**config.mk**
```make
export PLATFORM = sky130hd
export DESIGN_NAME = tdm_slot_select
export DESIGN_NICKNAME = d
export VERILOG_FILES = /design/src/rtl/tdm_slot_pkg.sv /design/src/rtl/tdm_cfg_bank.sv /design/src/rtl/tdm_slot_lookup.sv /design/src/rtl/tdm_slot_select.sv
export SDC_FILE = /design/constraint.sdc
export NUM_CORES = 1
export LEC_CHECK = 0
export CAP_MARGIN = 0
export CELL_PAD_IN_SITES_DETAIL_PLACEMENT = 1
export CELL_PAD_IN_SITES_GLOBAL_PLACEMENT = 1
export CORE_ASPECT_RATIO = 0.8
export CORE_MARGIN = 3
export CORE_UTILIZATION = 30
export CTS_BUF_LIST = sky130_fd_sc_hd__clkbuf_2 sky130_fd_sc_hd__clkbuf_4 sky130_fd_sc_hd__clkbuf_8
export DETAILED_ROUTE_END_ITERATION = 8
export DONT_BUFFER_PORTS = 1
export PLACE_DENSITY = 0.57
export SYNTH_ARGS = -nofsm -noshare
export SYNTH_HDL_FRONTEND = slang
export SYNTH_SLANG_ARGS = --single-unit
```
**constraint.sdc**
```tcl
create_clock -name clk -period 2.4 [get_ports clk]
set_input_delay 0.12 -clock clk [delete_from_list [all_inputs] [get_ports clk]]
set_output_delay 0.12 -clock clk [all_outputs]
set_load 0.03 [all_outputs]
```
**src/rtl/tdm_slot_pkg.sv**
```systemverilog
package tdm_slot_pkg;
    localparam int TDM_WORDS   = 4;
    localparam int TDM_WORD_W  = 32;
    localparam int TDM_SLOTS   = TDM_WORDS * TDM_WORD_W;
    localparam int TDM_SLOT_W  = $clog2(TDM_SLOTS);
    localparam int TDM_GROUPS  = 4;
    localparam int TDM_GRP_W   = $clog2(TDM_GROUPS);
    localparam int TDM_WIDX_W  = $clog2(TDM_WORDS);
    localparam int TDM_ADDR_W  = TDM_GRP_W + TDM_WIDX_W;

    // map group selected by the upper address bits
    typedef enum logic [TDM_GRP_W-1:0] {
        GRP_TX_EN  = 2'd0,
        GRP_TX_CMP = 2'd1,
        GRP_RX_EN  = 2'd2,
        GRP_RX_CMP = 2'd3
    } cfg_grp_e;

    // per-cycle registered view of the frame logic
    typedef struct packed {
        logic [TDM_SLOT_W-1:0] slot;
        logic                  frame;
        logic                  rx_last;
        logic                  alaw;
        logic                  stored;
    } slot_state_t;
endpackage

```
**src/rtl/tdm_cfg_bank.sv**
```systemverilog
module tdm_cfg_bank #(
    parameter int NUM_WORDS = 4,
    parameter int WORD_W    = 32,
    parameter int GROUPS    = 4
) (
    input  logic                                       clk,
    input  logic                                       rst_n,
    input  logic                                       we,
    input  logic [$clog2(GROUPS)+$clog2(NUM_WORDS)-1:0] addr,
    input  logic [WORD_W-1:0]                          wdata,
    output logic [GROUPS-1:0][NUM_WORDS*WORD_W-1:0]    grp_map
);
    localparam int WIDX_W = $clog2(NUM_WORDS);
    localparam int GRP_W  = $clog2(GROUPS);
    localparam int ADDR_W = GRP_W + WIDX_W;

    logic [WORD_W-1:0] map_d [GROUPS][NUM_WORDS];
    logic [WORD_W-1:0] map_q [GROUPS][NUM_WORDS];

    logic [GRP_W-1:0]  wr_grp;
    logic [WIDX_W-1:0] wr_word;

    assign wr_grp  = addr[ADDR_W-1 -: GRP_W];
    assign wr_word = addr[WIDX_W-1:0];

    always_comb begin
        map_d = map_q;
        if (we) begin
            map_d[wr_grp][wr_word] = wdata;
        end
    end

    always_ff @(posedge clk or negedge rst_n) begin
        if (!rst_n) begin
            map_q <= '{default: '0};
        end else begin
            map_q <= map_d;
        end
    end

    // flatten each group so that slot n sits at bit n
    for (genvar g = 0; g < GROUPS; g++) begin : g_grp
        for (genvar w = 0; w < NUM_WORDS; w++) begin : g_word
            assign grp_map[g][w*WORD_W +: WORD_W] = map_q[g][w];
        end
    end
endmodule

```
**src/rtl/tdm_slot_lookup.sv**
```systemverilog
module tdm_slot_lookup #(
    parameter int SLOTS      = 128,
    parameter int SLOT_W     = $clog2(SLOTS),
    parameter bit ONEHOT_MUX = 1'b0
) (
    input  logic [SLOTS-1:0]  en_map,
    input  logic [SLOTS-1:0]  cmp_map,
    input  logic [SLOT_W-1:0] slot,
    output logic              en_hit,
    output logic              cmp_hit
);
    logic en_bit;
    logic cmp_bit;

    if (ONEHOT_MUX) begin : g_onehot
        logic [SLOTS-1:0] sel;
        always_comb begin
            sel = '0;
            sel[slot] = 1'b1;
        end
        assign en_bit  = |(sel & en_map);
        assign cmp_bit = |(sel & cmp_map);
    end else begin : g_index
        assign en_bit  = en_map[slot];
        assign cmp_bit = cmp_map[slot];
    end

    // a compand request only counts on an active channel
    assign en_hit  = en_bit;
    assign cmp_hit = en_bit & cmp_bit;
endmodule

```
**src/rtl/tdm_slot_select.sv**
```systemverilog
module tdm_slot_select
    import tdm_slot_pkg::*;
(
    input  logic                  clk,
    input  logic                  rst_n,
    input  logic                  cfg_we,
    input  logic [TDM_ADDR_W-1:0] cfg_addr,
    input  logic [TDM_WORD_W-1:0] cfg_wdata,
    input  logic                  law_is_alaw,
    input  logic                  frame_active,
    input  logic [TDM_SLOT_W-1:0] slot_idx,
    input  logic                  rx_last_bit,
    output logic                  tx_drive_oe,
    output logic                  tx_compand,
    output logic                  rx_store,
    output logic                  rx_compand,
    output logic                  compand_alaw
);
    logic [TDM_GROUPS-1:0][TDM_SLOTS-1:0] grp_map;
    slot_state_t st_d;
    slot_state_t st_q;
    logic [TDM_SLOT_W-1:0] slot_q;
    logic tx_hit, tx_cmp_hit, rx_hit, rx_cmp_hit;
    logic store_now;

    tdm_cfg_bank #(
        .NUM_WORDS (TDM_WORDS),
        .WORD_W    (TDM_WORD_W),
        .GROUPS    (TDM_GROUPS)
    ) u_bank (
        .clk     (clk),
        .rst_n   (rst_n),
        .we      (cfg_we),
        .addr    (cfg_addr),
        .wdata   (cfg_wdata),
        .grp_map (grp_map)
    );

    tdm_slot_lookup #(
        .SLOTS      (TDM_SLOTS),
        .SLOT_W     (TDM_SLOT_W),
        .ONEHOT_MUX (1'b0)
    ) u_tx_lu (
        .en_map  (grp_map[GRP_TX_EN]),
        .cmp_map (grp_map[GRP_TX_CMP]),
        .slot    (st_q.slot),
        .en_hit  (tx_hit),
        .cmp_hit (tx_cmp_hit)
    );

    tdm_slot_lookup #(
        .SLOTS      (TDM_SLOTS),
        .SLOT_W     (TDM_SLOT_W),
        .ONEHOT_MUX (1'b0)
    ) u_rx_lu (
        .en_map  (grp_map[GRP_RX_EN]),
        .cmp_map (grp_map[GRP_RX_CMP]),
        .slot    (st_q.slot),
        .en_hit  (rx_hit),
        .cmp_hit (rx_cmp_hit)
    );

    assign slot_q    = st_q.slot;
    assign store_now = st_q.frame & st_q.rx_last & rx_hit & ~st_q.stored;

    always_comb begin
        st_d         = st_q;
        st_d.slot    = slot_idx;
        st_d.frame   = frame_active;
        st_d.rx_last = rx_last_bit;
        st_d.alaw    = law_is_alaw;
        // a new slot number starts a new visit
        st_d.stored  = (slot_idx == st_q.slot) ? (st_q.stored | store_now) : 1'b0;
    end

    always_ff @(posedge clk or negedge rst_n) begin
        if (!rst_n) begin
            st_q <= '0;
        end else begin
            st_q <= st_d;
        end
    end

    assign tx_drive_oe  = st_q.frame & tx_hit;
    assign tx_compand   = st_q.frame & tx_cmp_hit;
    assign rx_compand   = st_q.frame & rx_cmp_hit;
    assign rx_store     = store_now;
    assign compand_alaw = st_q.alaw;
endmodule

```
==> flow_metrics.tcl, run 1 <==
set metrics [dict create \
    status "finished with violations" \
    violations "hold timing, setup timing" \
    grt_pass1_vias 15500 \
    grt_setup_unrepaired "true" \
    port_buffers 0 \
    hold_path.class "in2async" \
    num_vias 14000 \
    synth.distinct_cells 62 \
    finalPower_uw 24800 \
    insertion_delay_ps 670 \
    cp.arrival_ps 3300 \
    share_comb_of_total_power 0.185 \
    die_x_um 321 \
    yosysWarnings 0 \
    place_area_um2 25600 \
    wl_per_cell_um 25.2 \
    cts_buffers 89 \
    dieArea_um2 83100 \
    synthTopCellsByCount "523 x dfrtp_1, 516 x mux2_2, 117 x mux4_2, 74 x clkbuf_1, 22 x buf_1" \
    synth-async-reset-ratio 1.00 \
    finalSetupTns_ps -3970 \
    crit_fanout 8 \
    routabilityCongestion 0.742 \
    syn_nets 1564 \
    cp-end-kind "output port" \
    root_buffer "clkbuf_8" \
    setup_ws_ps -1020 \
    synth_top_area_share 0.548 \
    critical_path.cell_chain "buf_12 -> buf_4 -> buf_6 -> mux4_2 -> a22oi_2 -> and3_4 -> o22ai_4 -> buf_4 -> a31oi_2 -> nor2_4 -> buf_12" \
    synth_area_per_cell_um2 15.8 \
    grt_max_degree 524 \
    top_level_ports 54 \
    crit_path_max_incr_delay_ps 570 \
    cp_data_required_time_ps 2280 \
    path_class "reg2out" \
    nets 1699 \
    grt_antenna_before_repair 3 \
    swShare 0.260 \
    max_freq_mhz 292 \
    cts_tree "yes" \
    slowest_stage "dfrtp_4" \
    finalInstanceArea_um2 28600 \
    clk_path_buf_depth 3 \
    viasPerCell 5.11 \
    first_pass_iters 7 \
    synth_seq_cells 523 \
    synth-main-ff-cell "dfrtp_1" \
    clk_pin_slew_ps 60 \
    area_delta_synth_final_pct 19.6 \
    synth_edf_count 0 \
    synth.most_common_cell "dfrtp_1" \
    slew_violations 0 \
    ys_top_cells_by_area "dfrtp_1 55%, mux2_2 24%, mux4_2 11%, clkbuf_1 1.2%, mux4_1 1.1%" \
    dp_hpwl_um 42200 \
    hold_violations 523 \
    whs_ps -833 \
    cap_violations 0 \
    grt_pass1_wl_um 105000 \
    place_ws_ps -533 \
    power_leakage_uw 0.0120 \
    synth_seq_area_share 0.548 \
    internal-power_uw 18400 \
    p_sw_uw 6450 \
    vdd_drop_max_uv 373 \
    netlist_instances 1515 \
    startpoint_type "flip-flop" \
    skew_ps 20.9 \
    initial_core_util 0.306 \
    grt_overflow_total 0 \
    power_frac_seq 0.478 \
    syn_area_um2 23900 \
    core_area_um2 78000 \
    htreeDepth 3 \
    grt_usage 0.168 \
    period_needed_ps 3420 \
    yosysTopAreaCell "dfrtp_1" \
    wirelength_um 68900 \
    startpoint "slot_q[0]$_DFF_PN0_" \
    ant_nets 0 \
    initialDrtViolationCount 829 \
    worst_pin_slew_ps 1220 \
    finalCritPeriodShare 1.43 \
    layout-drive-gt1-share 0.568 \
    cts_sinks 523 \
    route.detailed.drc 0 \
    die_h_um 258 \
    ctsHoldBuffers 59 \
    max_slew_margin 0.181 \
    std_cell_rows 91 \
    setup_violations 5 \
    rr_startpoint "slot_q[0]$_DFF_PN0_" \
    powerDensity_nw_per_um2 869 \
    clock_power_share 0.336 \
]
==> placed cells by master (no fill, tap or decap), types with 4 or more instances in the layout <==
| master | instances |
|---|---|
| buf_4 | 93 |
| nand3b_1 | 10 |
| a31oi_1 | 4 |
| nand3_1 | 13 |
| clkbuf_8 | 116 |
| a21oi_1 | 7 |
| mux2i_1 | 16 |
| buf_12 | 27 |
| buf_8 | 4 |
| nor2_4 | 9 |
| mux4_1 | 8 |
| nand2_1 | 16 |
| xnor2_1 | 4 |
| nand2b_1 | 8 |
| dlygate4sd3_1 | 52 |
| mux2_2 | 516 |
| nor2_1 | 9 |
| o22ai_1 | 7 |
| clkinv_2 | 11 |
| a22oi_1 | 10 |
| clkbuf_4 | 23 |
| nor2b_1 | 10 |
| dfrtp_1 | 519 |
| mux4_2 | 119 |
| diode_2 | 4 |
==> power by group through the flow <==
stage	clock network, uW	registers [uW]	logic (uW)
6_report	8350	11900	4610
5_1_grt	9120	12100	4940
4_1_cts	8670	11900	4580
3_5_place_dp	0	12000	4110
3_3_place_gp	0	11900	3940
2_1_floorplan	0	11600	3300
==> cell type report <==
type,count,area (um^2)
clock inverter,14,77.6
inverter,2,7.51
fill,7855,49400
timing repair buffer,182,1950
sequential,523,13100
tap,1023,1280
antenna,4,10.0
clock buffer,139,1770
multi-input combinational,852,10400
==> flip-flops by register name, summed over array words and instances, names as in the netlist <==
name            flops
u_bank.grp_map    512
st_q                3
compand_alaw        1
slot_q              7
==> worst max-delay path, delay by kind of cell, from the launching register on <==
family,cells,cell delay (ps)
buf+inv,5,700
flops,1,570
mux,1,510
compound gates,3,500
simple gates,2,330
==> worst paths after layout <==
kind / to / slack (ps) / cells after the start
setup / recovery: rx_compand / -1020 / 11
hold / removal: u_bank.grp_map[228]$_DFFE_PN0P_ / -830 / 0
setup reg to reg: st_q[0]$_DFF_PN0_ / -20 / 9
hold reg to reg: u_bank.grp_map[35]$_DFFE_PN0P_ / 500 / 1
max in group asynchronous: u_bank.grp_map[511]$_DFFE_PN0P_ / 2260 / 0
min in group clk: slot_q[6]$_DFF_PN0_ / 70 / 1
==> kinds of logic (layout without fill, tap and decap cells) <==
kind of cell,count (synthesis),count (layout),share of synthesized area
buffers and inverters,140,337,0.0297
flip-flops,523,523,0.548
AO/OA/AOI/OAI,73,73,0.0220
multiplexers,660,660,0.372
AND/OR/NAND/NOR,112,112,0.0260
other,0,4,0
XOR/XNOR,7,7,0.00257
==> metrics by stage <==
step            util  instances
5_1_grt        0.366       2737
4_1_cts        0.364       2731
3_5_place_dp   0.328       2509
6_report       0.366       2739
2_1_floorplan      -       1515
3_3_place_gp   0.328       2509
==> routing by layer <==
layer  GRT usage  routed length (um)
met3      0.0315                2570
met1       0.246               33900
met5           0                  13
met4      0.0386                1170
met2       0.258               31300
==> repair_timing <==
action	4_1_cts	5_1_grt
pin swaps	6	14
buffers inserted	7	4
endpoints found under the hold margin	1046	523
setup endpoints to repair	5	5
gates cloned	3	1
gates resized for setup	37	31
No activity file was read; power rests on OpenSTA's default activity.
==> run 2, diff against run 1 <==
HOLD_SLACK_MARGIN = 0.02   (was not set)
==> flow_metrics.tcl, run 2 (synthesized netlist as in run 1, its figures left out) <==
set metrics [dict create \
    r2r_setup_slack_ps -30 \
    grt_overflow_total 0 \
    setup_violations 5 \
    path_class "reg2out" \
    hold_path.class "in2async" \
    max_freq_mhz 292 \
    worst_pin_slew_ps 1210 \
    wl_per_cell_um 25.1 \
    hold_violations 523 \
    cp.arrival_ps 3300 \
    cp_data_required_time_ps 2280 \
    place_area_um2 25600 \
    root_buffer "clkbuf_8" \
    vdd_drop_max_uv 373 \
    clock_power_share 0.336 \
    cts_sinks 523 \
    dp_hpwl_um 42200 \
    routabilityCongestion 0.742 \
    p_sw_uw 6450 \
    setup_ws_ps -1020 \
    grt_antenna_before_repair 3 \
    finalInstanceArea_um2 28600 \
    share_comb_of_total_power 0.186 \
    initialDrtViolationCount 857 \
    crit_fanout 8 \
    internal-power_uw 18400 \
    route.detailed.drc 0 \
    first_pass_iters 4 \
    finalCritPeriodShare 1.43 \
    max_slew_margin 0.188 \
    grt_setup_unrepaired "true" \
    grt_usage 0.168 \
    num_vias 13900 \
    insertion_delay_ps 670 \
    violations "hold timing, setup timing" \
    die_h_um 258 \
    dieArea_um2 83100 \
    whs_ps -833 \
    nets 1700 \
    cp-end-kind "output port" \
    core_area_um2 78000 \
    cts_tree "yes" \
    fin_cells 2740 \
    finalPower_uw 24800 \
    grt_max_degree 524 \
    status "finished with violations" \
    area_delta_synth_final_pct 19.7 \
    cts_buffers 89 \
    slew_violations 0 \
    power_leakage_uw 0.0120 \
    power_frac_seq 0.478 \
    std_cell_rows 91 \
    port_buffers 0 \
    final_common_cell "dfrtp_1" \
    htreeDepth 3 \
    viasPerCell 5.09 \
    clk_pin_slew_ps 60 \
    die_x_um 321 \
    swShare 0.260 \
    layout-drive-gt1-share 0.568 \
    powerDensity_nw_per_um2 869 \
    period_needed_ps 3420 \
    skew_ps 18.4 \
    dp.cells 2509 \
    ant_nets 0 \
    clk_path_buf_depth 3 \
    cap_violations 0 \
    ctsHoldBuffers 60 \
    top_level_ports 54 \
    initial_core_util 0.306 \
    mostFrequentLayoutCells "519 x dfrtp_1, 516 x mux2_2, 119 x mux4_2, 116 x clkbuf_8, 93 x buf_4" \
    grt_pass1_vias 15500 \
    startpoint_type "flip-flop" \
    wirelength_um 68800 \
    largest_reg_flops 512 \
    grt_pass1_wl_um 105000 \
]
## run 2: changes by cell type in the layout (fill, tap and decap cells not counted), sizes merged
cell         previous run  this run
dlygate4sd3            52        53
## run 2: final cells by class
type	instances	area [um^2]
well taps	1023	1280
clock inverters	14	77.6
diodes	4	10.0
fillers	7854	49400
multi-input cells	852	10400
clock buffers	139	1770
repair buffers	183	1960
inverters	2	7.51
flip-flops and latches	523	13100
## run 2: final timing paths
| kind | start | endpoint | cells past startpoint |
|---|---|---|---|
| setup / recovery | slot_q[0]$_DFF_PN0_ | rx_compand | 11 |
| hold / removal | rst_n | u_bank.grp_map[228]$_DFFE_PN0P_ | 0 |
| setup reg to reg | slot_q[0]$_DFF_PN0_ | st_q[0]$_DFF_PN0_ | 9 |
| hold reg to reg | u_bank.grp_map[35]$_DFFE_PN0P_ | u_bank.grp_map[35]$_DFFE_PN0P_ | 1 |
| max in group asynchronous | rst_n | u_bank.grp_map[511]$_DFFE_PN0P_ | 0 |
| min in group clk | slot_idx[5] | slot_q[5]$_DFF_PN0_ | 1 |
## run 2: power groups by stage
stage                     Clock, uW  Combinational [uW]  Sequential [uW]
after floorplan                   0                3300            11600
after global placement            0                3940            11900
after detailed placement          0                4110            12000
after CTS                      8670                4580            11900
after global routing           9120                4940            12100
final                          8350                4610            11900
## run 2: stage by stage
| step | hold slack [ps] | util | setup slack (ps) | setup TNS [ps] |
|---|---|---|---|---|
| CTS | -888 | 0.364 | -1120 | -4340 |
| floorplan | -176 | - | -57.7 | -57.7 |
| global route | -905 | 0.366 | -1170 | -4550 |
| global placement | -132 | 0.328 | -558 | -1680 |
| finish | -833 | 0.366 | -1020 | -3990 |
| detailed placement | -130 | 0.328 | -533 | -1520 |
## run 2: what timing repair did
action	CTS	global route
resized for setup	37	31
hold endpoints to repair	1046	523
setup endpoints to repair	5	5
setup buffers	7	4
pin swaps	6	14
gates cloned	3	1
## run 2: critical path, stage by stage (launching register included)
cell and delay (ps):
dfrtp_4 570, buf_12 170, buf_4 130, buf_6 110
mux4_2 510, a22oi_2 230, and3_4 250, o22ai_4 70
buf_4 150, a31oi_2 200, nor2_4 80, buf_12 140
## run 2: per-layer routing
layer	track usage	vias up	share of wire
met5	0	-	0.00019
met4	0.0386	2	0.017
met3	0.0315	86	0.036
met2	0.258	219	0.45
met1	0.246	7668	0.49
li1	-	5961	-
==> run 3, diff against run 2 <==
PLACE_DENSITY = 0.46   (was 0.57)
==> flow_metrics.tcl, run 3 (synthesized netlist as in run 1, its figures left out) <==
set metrics [dict create \
    worst_pin_slew_ps 3490 \
    finalSetupTns_ps -3840 \
    cp_data_required_time_ps 2280 \
    htreeDepth 3 \
    whs_ps -831 \
    power_leakage_uw 0.0121 \
    setup_violations 4 \
    grt_pass1_vias 15400 \
    max_freq_mhz 289 \
    grt_overflow_total 0 \
    clk_path_buf_depth 3 \
    startpoint "slot_q[0]$_DFF_PN0_" \
    status "finished with violations" \
    rr_startpoint "slot_q[1]$_DFF_PN0_" \
    cts_buffers 92 \
    cap_violations 0 \
    wirelength_um 71600 \
    period_needed_ps 3470 \
    fin_cells 2764 \
    violations "hold timing, slew limit, setup timing" \
    crit_fanout 8 \
    hold_violations 523 \
    core_area_um2 78000 \
    vdd_drop_max_uv 327 \
    route.detailed.drc 0 \
    dp_hpwl_um 44000 \
    swShare 0.261 \
    grt_setup_unrepaired "true" \
    power_frac_seq 0.471 \
    max_slew_margin -1.33 \
    first_pass_iters 4 \
    finalCritPeriodShare 1.44 \
    startpoint_type "flip-flop" \
    p_sw_uw 6570 \
    cts_sinks 523 \
    dieArea_um2 83100 \
    clock_power_share 0.348 \
    path_class "reg2out" \
    top_level_ports 54 \
    routabilityCongestion 0.713 \
    clk_pin_slew_ps 60 \
    insertion_delay_ps 680 \
    root_buffer "clkbuf_8" \
    layout-drive-gt1-share 0.562 \
    port_buffers 0 \
    final_common_cell "dfrtp_1" \
    powerDensity_nw_per_um2 882 \
    num_vias 14000 \
    share_comb_of_total_power 0.181 \
    viasPerCell 5.07 \
    skew_ps 13.9 \
    initial_core_util 0.306 \
    grt_antenna_before_repair 7 \
    slew_violations 401 \
    nets 1717 \
    cp.arrival_ps 3350 \
    grt_usage 0.175 \
    r2r_setup_slack_ps 10 \
    grt_max_degree 524 \
    hold_path.class "in2async" \
    ant_nets 0 \
    dp.cells 2516 \
    fin_util 0.367 \
    area_delta_synth_final_pct 19.8 \
    std_cell_rows 91 \
    cts_tree "yes" \
    fillers 7827 \
    largest_reg_flops 512 \
    cp-end-kind "output port" \
    ctsHoldBuffers 67 \
    initialDrtViolationCount 784 \
    internal-power_uw 18700 \
    setup_ws_ps -1070 \
    mostFrequentLayoutCells "518 x dfrtp_1, 515 x mux2_2, 119 x mux4_2, 117 x clkbuf_8, 107 x buf_4" \
    grt_pass1_wl_um 108000 \
    die_x_um 321 \
    die_h_um 258 \
    wl_per_cell_um 25.9 \
]
## run 3: cell count changes in the layout (fill, tap and decap cells not counted), sizes merged
cell	previous run	this run
clkbuf	140	148
buf	129	137
dlygate4sd3	53	59
clkinvlp	3	4
inv	1	2
diode	4	3
bufinv	0	1
## run 3: worst max-delay path, cell delays in order, from the launching register on
cell and delay [ps]:
dfrtp_4 510, buf_12 160, buf_12 130, mux4_2 520, mux4_2 530, nand2_2 100, a21boi_2 60, o311a_4 350
o211a_4 170, buf_12 130
## run 3: repair_timing
item                                   in CTS  in global routing
pin swaps                                   2                  0
endpoints found under the hold margin    1046                523
resized for setup                          28                  6
setup endpoints to repair                   5                  5
buffers inserted                           11                  3
cloned                                      0                  1
## run 3: power groups by stage
stage / registers [uW] / clock network [uW] / logic (uW)
finish: 11900 / 8780 / 4560
CTS: 11900 / 9190 / 4590
floorplan: 11600 / 0 / 3300
global route: 12100 / 9580 / 4920
global placement: 12000 / 0 / 4000
detailed placement: 12000 / 0 / 4120
## run 3: final timing paths
kind                                              endpoint  cells past startpoint
setup / recovery                                tx_compand                      9
hold / removal             u_bank.grp_map[197]$_DFFE_PN0P_                      0
setup reg to reg                         st_q[0]$_DFF_PN0_                      8
hold reg to reg            u_bank.grp_map[278]$_DFFE_PN0P_                      1
max in group asynchronous              slot_q[2]$_DFF_PN0_                      0
min in group clk                       slot_q[2]$_DFF_PN0_                      1
## run 3: layer usage
layer  part of all wire  global-route usage  vias to the layer above
met1               0.50               0.260                     7684
met3              0.042              0.0331                       96
met4              0.020              0.0470                        4
met2               0.44               0.261                      226
li1                   -                   -                     6016
met5            0.00038                   0                        -
## run 3: through the flow
stage / total power, uW / setup WS, ps / cell area [um^2]
5_1_grt: 26700 / -1190 / 28600
3_3_place_gp: 16000 / -498 / 25600
3_5_place_dp: 16200 / -546 / 25600
4_1_cts: 25700 / -1170 / 28500
6_report: 25200 / -1070 / 28600
2_1_floorplan: 14900 / -57.7 / 23900
## run 3: cell type report
class | count | area [um^2] | share of cell area
inverter | 2 | 7.51 | 0.000262
clock buffer | 147 | 1840 | 0.0642
sequential | 523 | 13100 | 0.458
timing repair buffer | 197 | 1990 | 0.0696
clock inverter | 17 | 124 | 0.00433
antenna | 3 | 7.51 | 0.000262
tap | 1023 | 1280 | 0.0447
multi-input combinational | 852 | 10300 | 0.359
